$ cat config.mk
export PLATFORM = sky130hd
export DESIGN_NAME = line_stage_fifo
export DESIGN_NICKNAME = d
export VERILOG_FILES = /design/src/rtl/lsf_pkg.sv /design/src/rtl/lsf_decode.sv /design/src/rtl/lsf_chain.sv /design/src/rtl/lsf_readback.sv /design/src/rtl/line_stage_fifo.sv
export SDC_FILE = /design/constraint.sdc
export NUM_CORES = 1
export LEC_CHECK = 0
export ABC_AREA = 1
export BUFFER_PORTS_ARGS = -buffer_cell sky130_fd_sc_hd__buf_2
export CAP_MARGIN = 40
export CORE_ASPECT_RATIO = 1.5
export CORE_MARGIN = 1.5
export CORE_UTILIZATION = 55
export DETAILED_ROUTE_END_ITERATION = 10
export GPL_TIMING_DRIVEN = 0
export PLACE_DENSITY_LB_ADDON = 0.2
export RECOVER_POWER = 25
export SLEW_MARGIN = 20
export SYNTH_ARGS = -nofsm -noshare
export SYNTH_HDL_FRONTEND = slang
export SYNTH_SLANG_ARGS = --single-unit
export TNS_END_PERCENT = 10
$ cat constraint.sdc
create_clock -name clk -period 7.8 [get_ports clk]
set_input_delay 1.56 -clock clk [delete_from_list [all_inputs] [get_ports clk]]
set_output_delay 1.56 -clock clk [all_outputs]
set_load 0.05 [all_outputs]
$ cat src/rtl/lsf_pkg.sv
package lsf_pkg;
  localparam int LANE_BITS = 8;

  typedef enum logic {
    FLOW_DRAIN = 1'b0,
    FLOW_FILL  = 1'b1
  } flow_e;
endpackage

$ cat src/rtl/lsf_decode.sv
module lsf_decode #(
  parameter int LANES  = 2,
  parameter int ADDR_W = 4
) (
  input  logic              bus_wr,
  input  logic [ADDR_W-1:0] bus_addr,
  output logic [LANES-1:0]  lane_we,
  output logic              strobe_hit
);
  localparam logic [ADDR_W-1:0] STROBE_LO = ADDR_W'(LANES);
  localparam logic [ADDR_W-1:0] STROBE_HI = ADDR_W'(2 * LANES);

  for (genvar g = 0; g < LANES; g++) begin : g_lane
    assign lane_we[g] = bus_wr && (bus_addr == ADDR_W'(g));
  end

  // Any write landing in the strobe window is a pure shift command.
  assign strobe_hit = bus_wr && (bus_addr >= STROBE_LO) && (bus_addr < STROBE_HI);

  always_comb begin
    assert_strobe_not_lane_R1: assert (!(strobe_hit && (|lane_we)));
    assert_one_lane_R5: assert ($onehot0(lane_we));
  end
endmodule

$ cat src/rtl/lsf_chain.sv
module lsf_chain
  import lsf_pkg::*;
#(
  parameter int              DATA_W   = 16,
  parameter int              DEPTH    = 4,
  parameter int              LANE_W   = 8,
  parameter logic [DATA_W-1:0] FILL_VAL = '0
) (
  input  logic                    clk,
  input  logic                    rst,
  input  logic                    shift,
  input  logic                    mode,
  input  logic [DATA_W/LANE_W-1:0] lane_we,
  input  logic [LANE_W-1:0]       lane_data,
  input  logic                    cdc_wr,
  input  logic [DATA_W-1:0]       cdc_wdata,
  output logic [DATA_W-1:0]       port_q,
  output logic [DEPTH*DATA_W-1:0] queue_q
);
  localparam int LANES = DATA_W / LANE_W;

  logic [DATA_W-1:0] port_r;
  logic [DATA_W-1:0] port_nxt;
  logic [DATA_W-1:0] q        [1:DEPTH];
  logic [DATA_W-1:0] from_up  [1:DEPTH];
  logic [DATA_W-1:0] from_dn  [1:DEPTH];
  flow_e             flow;

  assign flow = flow_e'(mode);

  // Neighbour selection for each queue stage.
  for (genvar i = 1; i <= DEPTH; i++) begin : g_src
    if (i == 1) begin : g_head
      assign from_dn[i] = port_r;
    end else begin : g_mid
      assign from_dn[i] = q[i-1];
    end
    if (i == DEPTH) begin : g_tail
      assign from_up[i] = FILL_VAL;
    end else begin : g_body
      assign from_up[i] = q[i+1];
    end
    assign queue_q[(i-1)*DATA_W +: DATA_W] = q[i];
  end

  always_ff @(posedge clk) begin
    if (shift) begin
      for (int i = 1; i <= DEPTH; i++) begin
        q[i] <= (flow == FLOW_FILL) ? from_up[i] : from_dn[i];
      end
    end
  end

  // Port: shifted value, then codec write, then bus byte lanes on top.
  always_comb begin
    port_nxt = port_r;
    if (shift && (flow == FLOW_FILL)) port_nxt = q[1];
    if (cdc_wr) port_nxt = cdc_wdata;
    for (int l = 0; l < LANES; l++) begin
      if (lane_we[l]) port_nxt[l*LANE_W +: LANE_W] = lane_data;
    end
  end

  always_ff @(posedge clk) begin
    port_r <= port_nxt;
  end

  assign port_q = port_r;

  assert_drain_head_R2: assert property (@(posedge clk) disable iff (rst)
    (shift && !mode) |=> (q[1] == $past(port_r)));
  assert_drain_port_hold_R2: assert property (@(posedge clk) disable iff (rst)
    (shift && !mode && !cdc_wr && !(|lane_we)) |=> $stable(port_r));
  assert_drain_tail_R3: assert property (@(posedge clk) disable iff (rst)
    (shift && !mode) |=> (q[DEPTH] == $past(q[DEPTH-1])));
  assert_fill_port_R4: assert property (@(posedge clk) disable iff (rst)
    (shift && mode && !cdc_wr && !(|lane_we)) |=> (port_r == $past(q[1])));
  assert_fill_next_R4: assert property (@(posedge clk) disable iff (rst)
    (shift && mode) |=> (q[1] == $past(q[2])));
  assert_codec_wins_R9: assert property (@(posedge clk) disable iff (rst)
    (cdc_wr && !(|lane_we)) |=> (port_r == $past(cdc_wdata)));
  assert_lane0_R5: assert property (@(posedge clk) disable iff (rst)
    lane_we[0] |=> (port_r[LANE_W-1:0] == $past(lane_data)));
  assert_hold_R12: assert property (@(posedge clk) disable iff (rst)
    !shift |=> (q[1] == $past(q[1]) && q[DEPTH] == $past(q[DEPTH])));
endmodule

$ cat src/rtl/lsf_readback.sv
module lsf_readback #(
  parameter int DATA_W = 16,
  parameter int DEPTH  = 4,
  parameter int LANE_W = 8,
  parameter int ADDR_W = 4
) (
  input  logic                    clk,
  input  logic                    rst,
  input  logic                    rd_en,
  input  logic [ADDR_W-1:0]       addr,
  input  logic [DATA_W-1:0]       port_q,
  input  logic [DEPTH*DATA_W-1:0] queue_q,
  output logic [LANE_W-1:0]       rdata
);
  localparam int LANES = DATA_W / LANE_W;
  localparam int NB    = (2 + DEPTH) * LANES;

  logic [LANE_W-1:0] view [NB];

  for (genvar l = 0; l < LANES; l++) begin : g_lane
    assign view[l]         = port_q[l*LANE_W +: LANE_W];
    assign view[LANES + l] = '0;
    for (genvar k = 0; k < DEPTH; k++) begin : g_stage
      assign view[2*LANES + k*LANES + l] = queue_q[k*DATA_W + l*LANE_W +: LANE_W];
    end
  end

  always_ff @(posedge clk) begin
    if (rst) begin
      rdata <= '0;
    end else if (rd_en) begin
      rdata <= (addr < ADDR_W'(NB)) ? view[addr] : '0;
    end
  end

  assert_rst_clear_R10: assert property (@(posedge clk) rst |=> (rdata == '0));
  assert_port_read_R6: assert property (@(posedge clk) disable iff (rst)
    (rd_en && addr == '0) |=> (rdata == $past(port_q[LANE_W-1:0])));
  assert_read_hold_R6: assert property (@(posedge clk) disable iff (rst)
    !rd_en |=> $stable(rdata));
endmodule

$ cat src/rtl/line_stage_fifo.sv
module line_stage_fifo
  import lsf_pkg::*;
#(
  parameter int DATA_W = 16,
  parameter int DEPTH  = 4,
  parameter int LANE_W = LANE_BITS,
  parameter int ADDR_W = $clog2((2 + DEPTH) * (DATA_W / LANE_W))
) (
  input  logic              clk,
  input  logic              rst,
  input  logic              bus_wr,
  input  logic              bus_rd,
  input  logic [ADDR_W-1:0] bus_addr,
  input  logic [LANE_W-1:0] bus_wdata,
  output logic [LANE_W-1:0] bus_rdata,
  input  logic              cdc_mode,
  input  logic              cdc_shift_req,
  input  logic              cdc_port_wr,
  input  logic [DATA_W-1:0] cdc_port_wdata,
  output logic [DATA_W-1:0] cdc_port_rdata
);
  localparam int LANES = DATA_W / LANE_W;

  logic [LANES-1:0]        lane_we;
  logic                    strobe_hit;
  logic                    shift;
  logic [DATA_W-1:0]       port_q;
  logic [DEPTH*DATA_W-1:0] queue_q;

  lsf_decode #(.LANES(LANES), .ADDR_W(ADDR_W)) u_decode (
    .bus_wr     (bus_wr),
    .bus_addr   (bus_addr),
    .lane_we    (lane_we),
    .strobe_hit (strobe_hit)
  );

  // Bus strobe and codec request merge into a single shift.
  assign shift = strobe_hit | cdc_shift_req;

  lsf_chain #(.DATA_W(DATA_W), .DEPTH(DEPTH), .LANE_W(LANE_W)) u_chain (
    .clk       (clk),
    .rst       (rst),
    .shift     (shift),
    .mode      (cdc_mode),
    .lane_we   (lane_we),
    .lane_data (bus_wdata),
    .cdc_wr    (cdc_port_wr),
    .cdc_wdata (cdc_port_wdata),
    .port_q    (port_q),
    .queue_q   (queue_q)
  );

  lsf_readback #(.DATA_W(DATA_W), .DEPTH(DEPTH), .LANE_W(LANE_W), .ADDR_W(ADDR_W)) u_readback (
    .clk     (clk),
    .rst     (rst),
    .rd_en   (bus_rd),
    .addr    (bus_addr),
    .port_q  (port_q),
    .queue_q (queue_q),
    .rdata   (bus_rdata)
  );

  assign cdc_port_rdata = port_q;

  assert_single_shift_R8: assert property (@(posedge clk) disable iff (rst)
    (strobe_hit && cdc_shift_req && !cdc_mode) |=> (queue_q[DATA_W +: DATA_W] == $past(queue_q[0 +: DATA_W])));
  assert_port_view_R11: assert property (@(posedge clk) disable iff (rst)
    (!shift && !cdc_port_wr && !bus_wr) |=> $stable(cdc_port_rdata));
endmodule

==> summary.txt, run 1 <==
Outcome: completed
WHS: 0.533 ns
Final setup skew: 0.00636 ns
Shortest period the worst path allows: 3.35 ns
Number of buffers created by CTS: 9
Total Neg Setup Slack: 0 ns
Category of the worst setup path launch point: primary input
Synthesis-to-finish area growth: 16.4%
Bufs on Longest Clock Path: 2
Combined global-route utilization of all metal layers: 29.3%
Dpl hpwl: 9.45 mm
Via count of the first global-routing pass: 3923
DR iter-0 viols: 468
NumNets Final: 674
Total congestion overflow after global routing: 0
Number of placement rows: 41
Maximum fanout encountered on the critical timing path: 33
Post-cts gate resize count: 0
Netlist area before placement: 0.00471 mm2
Clock root buffer: clkbuf_16
Ranking of synthesized cells by area: edfxtp_1 51%, nand2_1 14%, o21ai_0 8.5%, nor2_1 5.7%, inv_1 5.3%
Max Clock Freq: 299 MHz
IR Drop Worst-Case VDD: 133 uV
Area enclosed by the die boundary: 0.00915 mm2
Die height: 116 um
Die Width: 78.6 um
Post-CTS Hold Buffers: 0
Warning count from the yosys run: 0
Core area: 0.00836 mm2
Total length of routed wires: 12.9 mm
Global-route wire length before repair: 19.6 mm
Reported leakage power: 2.50 nW
Wirelength per Cell: 17.2 um
Largest net degree at the start of global routing: 34
Number of buffers added for setup after CTS: 0
Number of antenna repair diodes: 0
CTS tree: yes
Initial antenna violation count: 0
Mapped Avg Cell Area: 8.23 um2
Distinct cells, synth: 22
Number of ports placed on the die boundary: 59
Count of mapped cells out of synthesis: 573
Count of final setup violators: 0
Share of the clock period used by the worst path: 42.9%
Area share of the leading cell type in the synthesized netlist: 51.0%
DRC violations left: 0
MaxCap Viol Count: 0
Routability congestion estimate: 0.941
Max H-tree Level: 3
Vias: 4101
Worst max-slew margin expressed relative to the limit: 52.4%
Worst endpoint required time: 7.80 ns
Max-slew violations: 0
Setup repair after global routing missed its margin: no
Class of the most critical hold timing path: register to register
Crit path arrival time: 3.35 ns
Port bufs: 54
Share of the yosys chip area belonging to registers: 54.4%
Fraction of layout cells with a size suffix above 1: 16.5%
Residual antenna-violating net count after detailed routing: 0
Pwr dens: 239 mW/mm2
Count of state elements after synthesis: 88
Initial standard-cell utilization of the core: 56.4%
Crit. End Element: register
Drt pass-1 iters: 5
Transition time of the tightest slew-check pin: 0.714 ns
Number of endpoints with negative hold slack in the final report: 0
Source-to-sink clock delay at the later pin of the worst-skew pair: 0.35 ns
Net count of the mapped netlist: 608
Routed vias/inst: 5.46
Clock slew at reported path FFs: 0.06 ns
Largest area contributor in the synthesized netlist: edfxtp_1
Clock Sink Count: 88
Critical path type: primary input to register
==> power by group <==
| group | internal, mW | switching (mW) |
|---|---|---|
| clock network | 0.314 | 0.191 |
| registers | 0.568 | 0.0255 |
| logic | 0.0593 | 0.153 |
| total | 0.942 | 0.370 |
==> flip-flops by register name, summed over array words and instances (netlist names) <==
| name | count |
|---|---|
| u_readback.rdata | 8 |
| u_chain.q | 64 |
| u_chain.port_q | 16 |
==> final timing paths <==
path	start	end	slack (ns)	cells past startpoint
worst min-delay path	u_readback.rdata[5]	u_readback.rdata[5]	0.53	2
worst max-delay path	bus_addr[2]	u_chain.port_q[14]	4.45	7
worst min register to register	u_readback.rdata[5]	u_readback.rdata[5]	0.53	2
worst max register to register	u_chain.port_q[10]	u_readback.rdata[2]	6.67	6
==> cell type report <==
type	instances	area (um2)
fillers	721	2870
flip-flops and latches	88	2560
multi-input cells	385	1720
repair buffers	55	290
inverters	69	264
clock buffers	9	225
plain buffers	31	178
well taps	107	134
clock inverters	7	118
==> cells by family (layout without fill, tap and decap cells) <==
logic type             count (synthesis)  after routing  synth area share [%]
AOI/OAI and AO/OA                    106            106                  12.0
buffers and inverters                100            171                  9.40
DFF                                   88             88                  54.4
and+or+nand+nor                      279            279                  24.3
==> synthesized netlist by cell type <==
| cell type | n |
|---|---|
| inv_4 | 2 |
| a21oi_2 | 8 |
| nand3_4 | 2 |
| nor2_1 | 71 |
| inv_1 | 66 |
| nand3_1 | 22 |
| inv_2 | 1 |
| buf_6 | 6 |
| nand2_1 | 178 |
| nor3_2 | 1 |
| buf_4 | 2 |
| buf_1 | 6 |
| o21ai_1 | 8 |
| o21ai_0 | 80 |
| clkbuf_1 | 9 |
| dfxtp_1 | 8 |
| a31o_2 | 1 |
| nor2_4 | 3 |
| nand3_2 | 2 |
| edfxtp_1 | 80 |
| a21oi_1 | 9 |
| buf_2 | 8 |
==> stage by stage <==
step,power [mW],instance area (um2),setup WS [ns],cells,util [%]
2_1_floorplan,0.744,4710,4.06,573,-
3_3_place_gp,0.803,5120,3.46,734,61.2
3_5_place_dp,0.812,5150,4.09,735,61.5
4_1_cts,1.31,5490,4.44,751,65.6
5_1_grt,1.35,5490,4.35,751,65.6
6_report,1.31,5490,4.45,751,65.6
==> cell usage in the layout (no fill, tap or decap), drive strengths merged, types with 3 or more instances in the layout <==
cell and n:
dfxtp 8, o21ai 88, nand2 178, inv 71
nand3 26, edfxtp 80, a21oi 17, nor2 74
clkbuf 23, buf 72, bufinv 3
==> critical path: stages <==
cell and delay [ns]:
buf_2 0.18, nor2_4 0.19, buf_6 0.18, a31o_4 0.49, buf_12 0.28, a21oi_1 0.11, nand2_1 0.35
==> per-layer routing <==
metal  vias to the layer above  GRT usage, %  wire [um]
li1                       1982             -          -
met1                      1847          34.7       4930
met2                       231          51.4       6550
met3                        41          4.69       1000
met4                         0          14.9        436
met5                         -             0          0
Note: power is estimated with default switching activity, not from simulation.
==> run 2, diff against run 1 <==
--- a/config.mk
+++ b/config.mk
@@ -10,7 +10,7 @@
 export CAP_MARGIN = 40
 export CORE_ASPECT_RATIO = 1.5
 export CORE_MARGIN = 1.5
-export CORE_UTILIZATION = 55
+export CORE_UTILIZATION = 53
 export DETAILED_ROUTE_END_ITERATION = 10
 export GPL_TIMING_DRIVEN = 0
 export PLACE_DENSITY_LB_ADDON = 0.2
==> constraint.sdc (replaced) <==
create_clock -name clk -period 2.7 [get_ports clk]
set_input_delay 0.54 -clock clk [delete_from_list [all_inputs] [get_ports clk]]
set_output_delay 0.54 -clock clk [all_outputs]
set_load 0.05 [all_outputs]
==> run 2 against run 1 <==
Against the previous run: wire length is 0.26% lower; final cell count increased by 0.40%; sequential share of layout area is 0.16 points higher; combinational power grew to 2.9 times the previous value; clock power rose to 2.7 times the previous value; sequential cell count is the same; first-iteration DRC count decreased by 14%; largest cell class unchanged; largest power group unchanged.
==> summary.txt, run 2 (synthesis results as in run 1) <==
Outcome: completed
Cell depth of the worst flop-to-flop path: 6 (unchanged)
Number of placement rows: 42 (+2.4%)
Category of the worst setup path launch point: primary input
Max Clock Freq: 428 MHz
Crit-path max cell delay: 0.49 ns (about the same)
Number of endpoints with negative hold slack in the final report: 0 (unchanged)
Flip-flop count of the largest register, all copies and words added: 64 (unchanged)
Vias: 4072 (-0.71%)
Via count of the first global-routing pass: 3992 (+1.8%)
Crit path arrival time: 2.34 ns (-1.01 ns)
Number of ports placed on the die boundary: 59 (unchanged)
CTS tree: yes
Footprint of the multi-input gates: 0.00172 mm2 (unchanged)
Dpl hpwl: 9.47 mm (+0.19%)
Final setup skew: 0.00693 ns (+0.000571 ns)
Port bufs: 54 (unchanged)
Number of buffers added for setup after CTS: 0 (unchanged)
Class of the most critical hold timing path: register to register
Register with the highest flop count: u_chain.q
Clock root buffer: clkbuf_16
Die Width: 80.0 um (+1.8%)
Wirelength per Cell: 17.1 um (-0.66%)
Launch instance of the worst register-to-register path: u_chain.q[0][63]
Total congestion overflow after global routing: 0 (unchanged)
Setup repair after global routing missed its margin: no
Initial standard-cell utilization of the core: 54.0% (-2.3 points)
Routed vias/inst: 5.40 (-1.1%)
Max-slew violations: 0 (unchanged)
Timing endpoint of the critical path: u_chain.port_q[12]
Area occupied by registers: 0.00256 mm2 (unchanged)
Crit. End Element: register
Max H-tree Level: 3 (unchanged)
Buf/Inv on CP: 3 (unchanged)
Maximum fanout encountered on the critical timing path: 33 (unchanged)
IR Drop Worst-Case VDD: 524 uV (+290%)
# fillers: 771 (+6.9%)
Setup slack of the critical path after layout: 0.365 ns (-4.08 ns)
Total Neg Setup Slack: 0 ns (unchanged)
WHS: 0.530 ns (-0.00326 ns)
Core area: 0.00872 mm2 (+4.3%)
Total chip power: 3.68 mW (+180%)
Post-cts gate resize count: 0 (unchanged)
Clock slew at reported path FFs: 0.06 ns (about the same)
NumNets Final: 674 (unchanged)
Worst endpoint required time: 2.70 ns (-5.10 ns)
FF-to-FF setup slack: 1.58 ns (-5.09 ns)
Shortest period the worst path allows: 2.33 ns
DRC violations left: 0 (unchanged)
Count of final setup violators: 0 (unchanged)
Fraction of layout cells with a size suffix above 1: 16.3% (-0.16 points)
Pwr dens: 673 mW/mm2 (+180%)
DR iter-0 viols: 401 (-14%)
Critical path type: primary input to register
Post-Route Utilization: 62.7% (-2.9 points)
Hold Crit Depth: 2 (unchanged)
Global-route wire length before repair: 20.0 mm (+1.9%)
Post-Place Setup Slack: -0.00764 ns (-4.09 ns)
Source-to-sink clock delay at the later pin of the worst-skew pair: 0.35 ns (about the same)
Critical Path, Cell by Cell: buf_2 -> nor2_4 -> buf_6 -> a31o_4 -> buf_12 -> a21oi_1 -> nand2_1
Largest net degree at the start of global routing: 34 (unchanged)
Critical path launch point: bus_addr[2]
Clock Sink Count: 88 (unchanged)
End of the worst register-to-register path: u_readback.rdata[7]
Share of the clock period used by the worst path: 86.5%
Combined global-route utilization of all metal layers: 28.7% (-0.59 points)
Drt pass-1 iters: 5 (unchanged)
Total length of routed wires: 12.9 mm (-0.26%)
Worst max-slew margin expressed relative to the limit: 55.4% (+3.0 points)
Number of antenna repair diodes: 0 (unchanged)
Synthesis-to-finish area growth: 16.0%
Number of buffers created by CTS: 9 (unchanged)
Commonest non-fill, non-tap cell in the layout: nand2_1
Die height: 118 um (+1.8%)
Transition time of the tightest slew-check pin: 0.668 ns (-0.0456 ns)
MaxCap Viol Count: 0 (unchanged)
Library cell contributing the largest single delay on the critical path: a31o_4
Post-CTS Hold Buffers: 0 (unchanged)
Crit-path leading delay family: buffers and inverters
Residual antenna-violating net count after detailed routing: 0 (unchanged)
Reported leakage power: 2.47 nW (-0.98%)
Stages on the worst setup path: 7 (unchanged)
Initial antenna violation count: 0 (unchanged)
Routability congestion estimate: 0.883 (-6.1%)
Area enclosed by the die boundary: 0.00948 mm2 (+3.6%)
Most frequent cells in the layout: 178 x nand2_1, 80 x o21ai_0, 80 x edfxtp_1, 71 x nor2_1, 66 x inv_1
Bufs on Longest Clock Path: 2 (unchanged)
-- run 2: cell type report --
type / count / area share [%]
Buffer: 31 / 3.25
Clock buffer: 9 / 4.12
Sequential cell: 88 / 46.9
Multi-Input combinational cell: 385 / 31.4
Clock inverter: 7 / 1.74
Timing Repair Buffer: 55 / 5.31
Inverter: 69 / 4.83
Tap cell: 110 / 2.52
-- run 2: worst register-to-register path: stages, from the launching register on --
cell      delay, ns
edfxtp_1       0.46
nand3_2        0.11
nand3_1        0.08
nor2_1         0.13
nor2_1         0.06
nand2_1        0.09
a21oi_2        0.05
-- run 2: stage by stage --
step	cell area (um2)	std cells
3_3_place_gp	5130	737
4_1_cts	5470	754
6_report	5470	754
5_1_grt	5470	754
3_5_place_dp	5150	738
2_1_floorplan	4720	573
-- run 2: worst min path at each step --
stage                        startpoint                  end
floorplan              u_chain.q[0][64]     u_chain.q[0][48]
finish              u_readback.rdata[7]  u_readback.rdata[7]
detailed placement  u_readback.rdata[5]  u_readback.rdata[5]
global placement    u_readback.rdata[3]  u_readback.rdata[3]
CTS                        bus_wdata[6]    u_chain.port_q[6]
global route               bus_wdata[7]   u_chain.port_q[15]
-- run 2: where the power goes --
part	total (mW)	internal, mW	leakage (nW)	switching, mW
Clock	1.35	0.811	0.146	0.544
Sequential	1.72	1.64	0.874	0.0745
Combinational	0.611	0.171	1.45	0.440
Total	3.68	2.62	2.47	1.06
-- run 2: metal layers --
metal	share of wire (%)	routed length, um	up-vias	global-route usage [%]
li1	-	-	1980	-
met1	40	5120	1855	35.9
met2	50	6510	206	47.5
met3	7.1	915	31	5.87
met4	2.7	350	0	12.3
met5	0	0	-	0
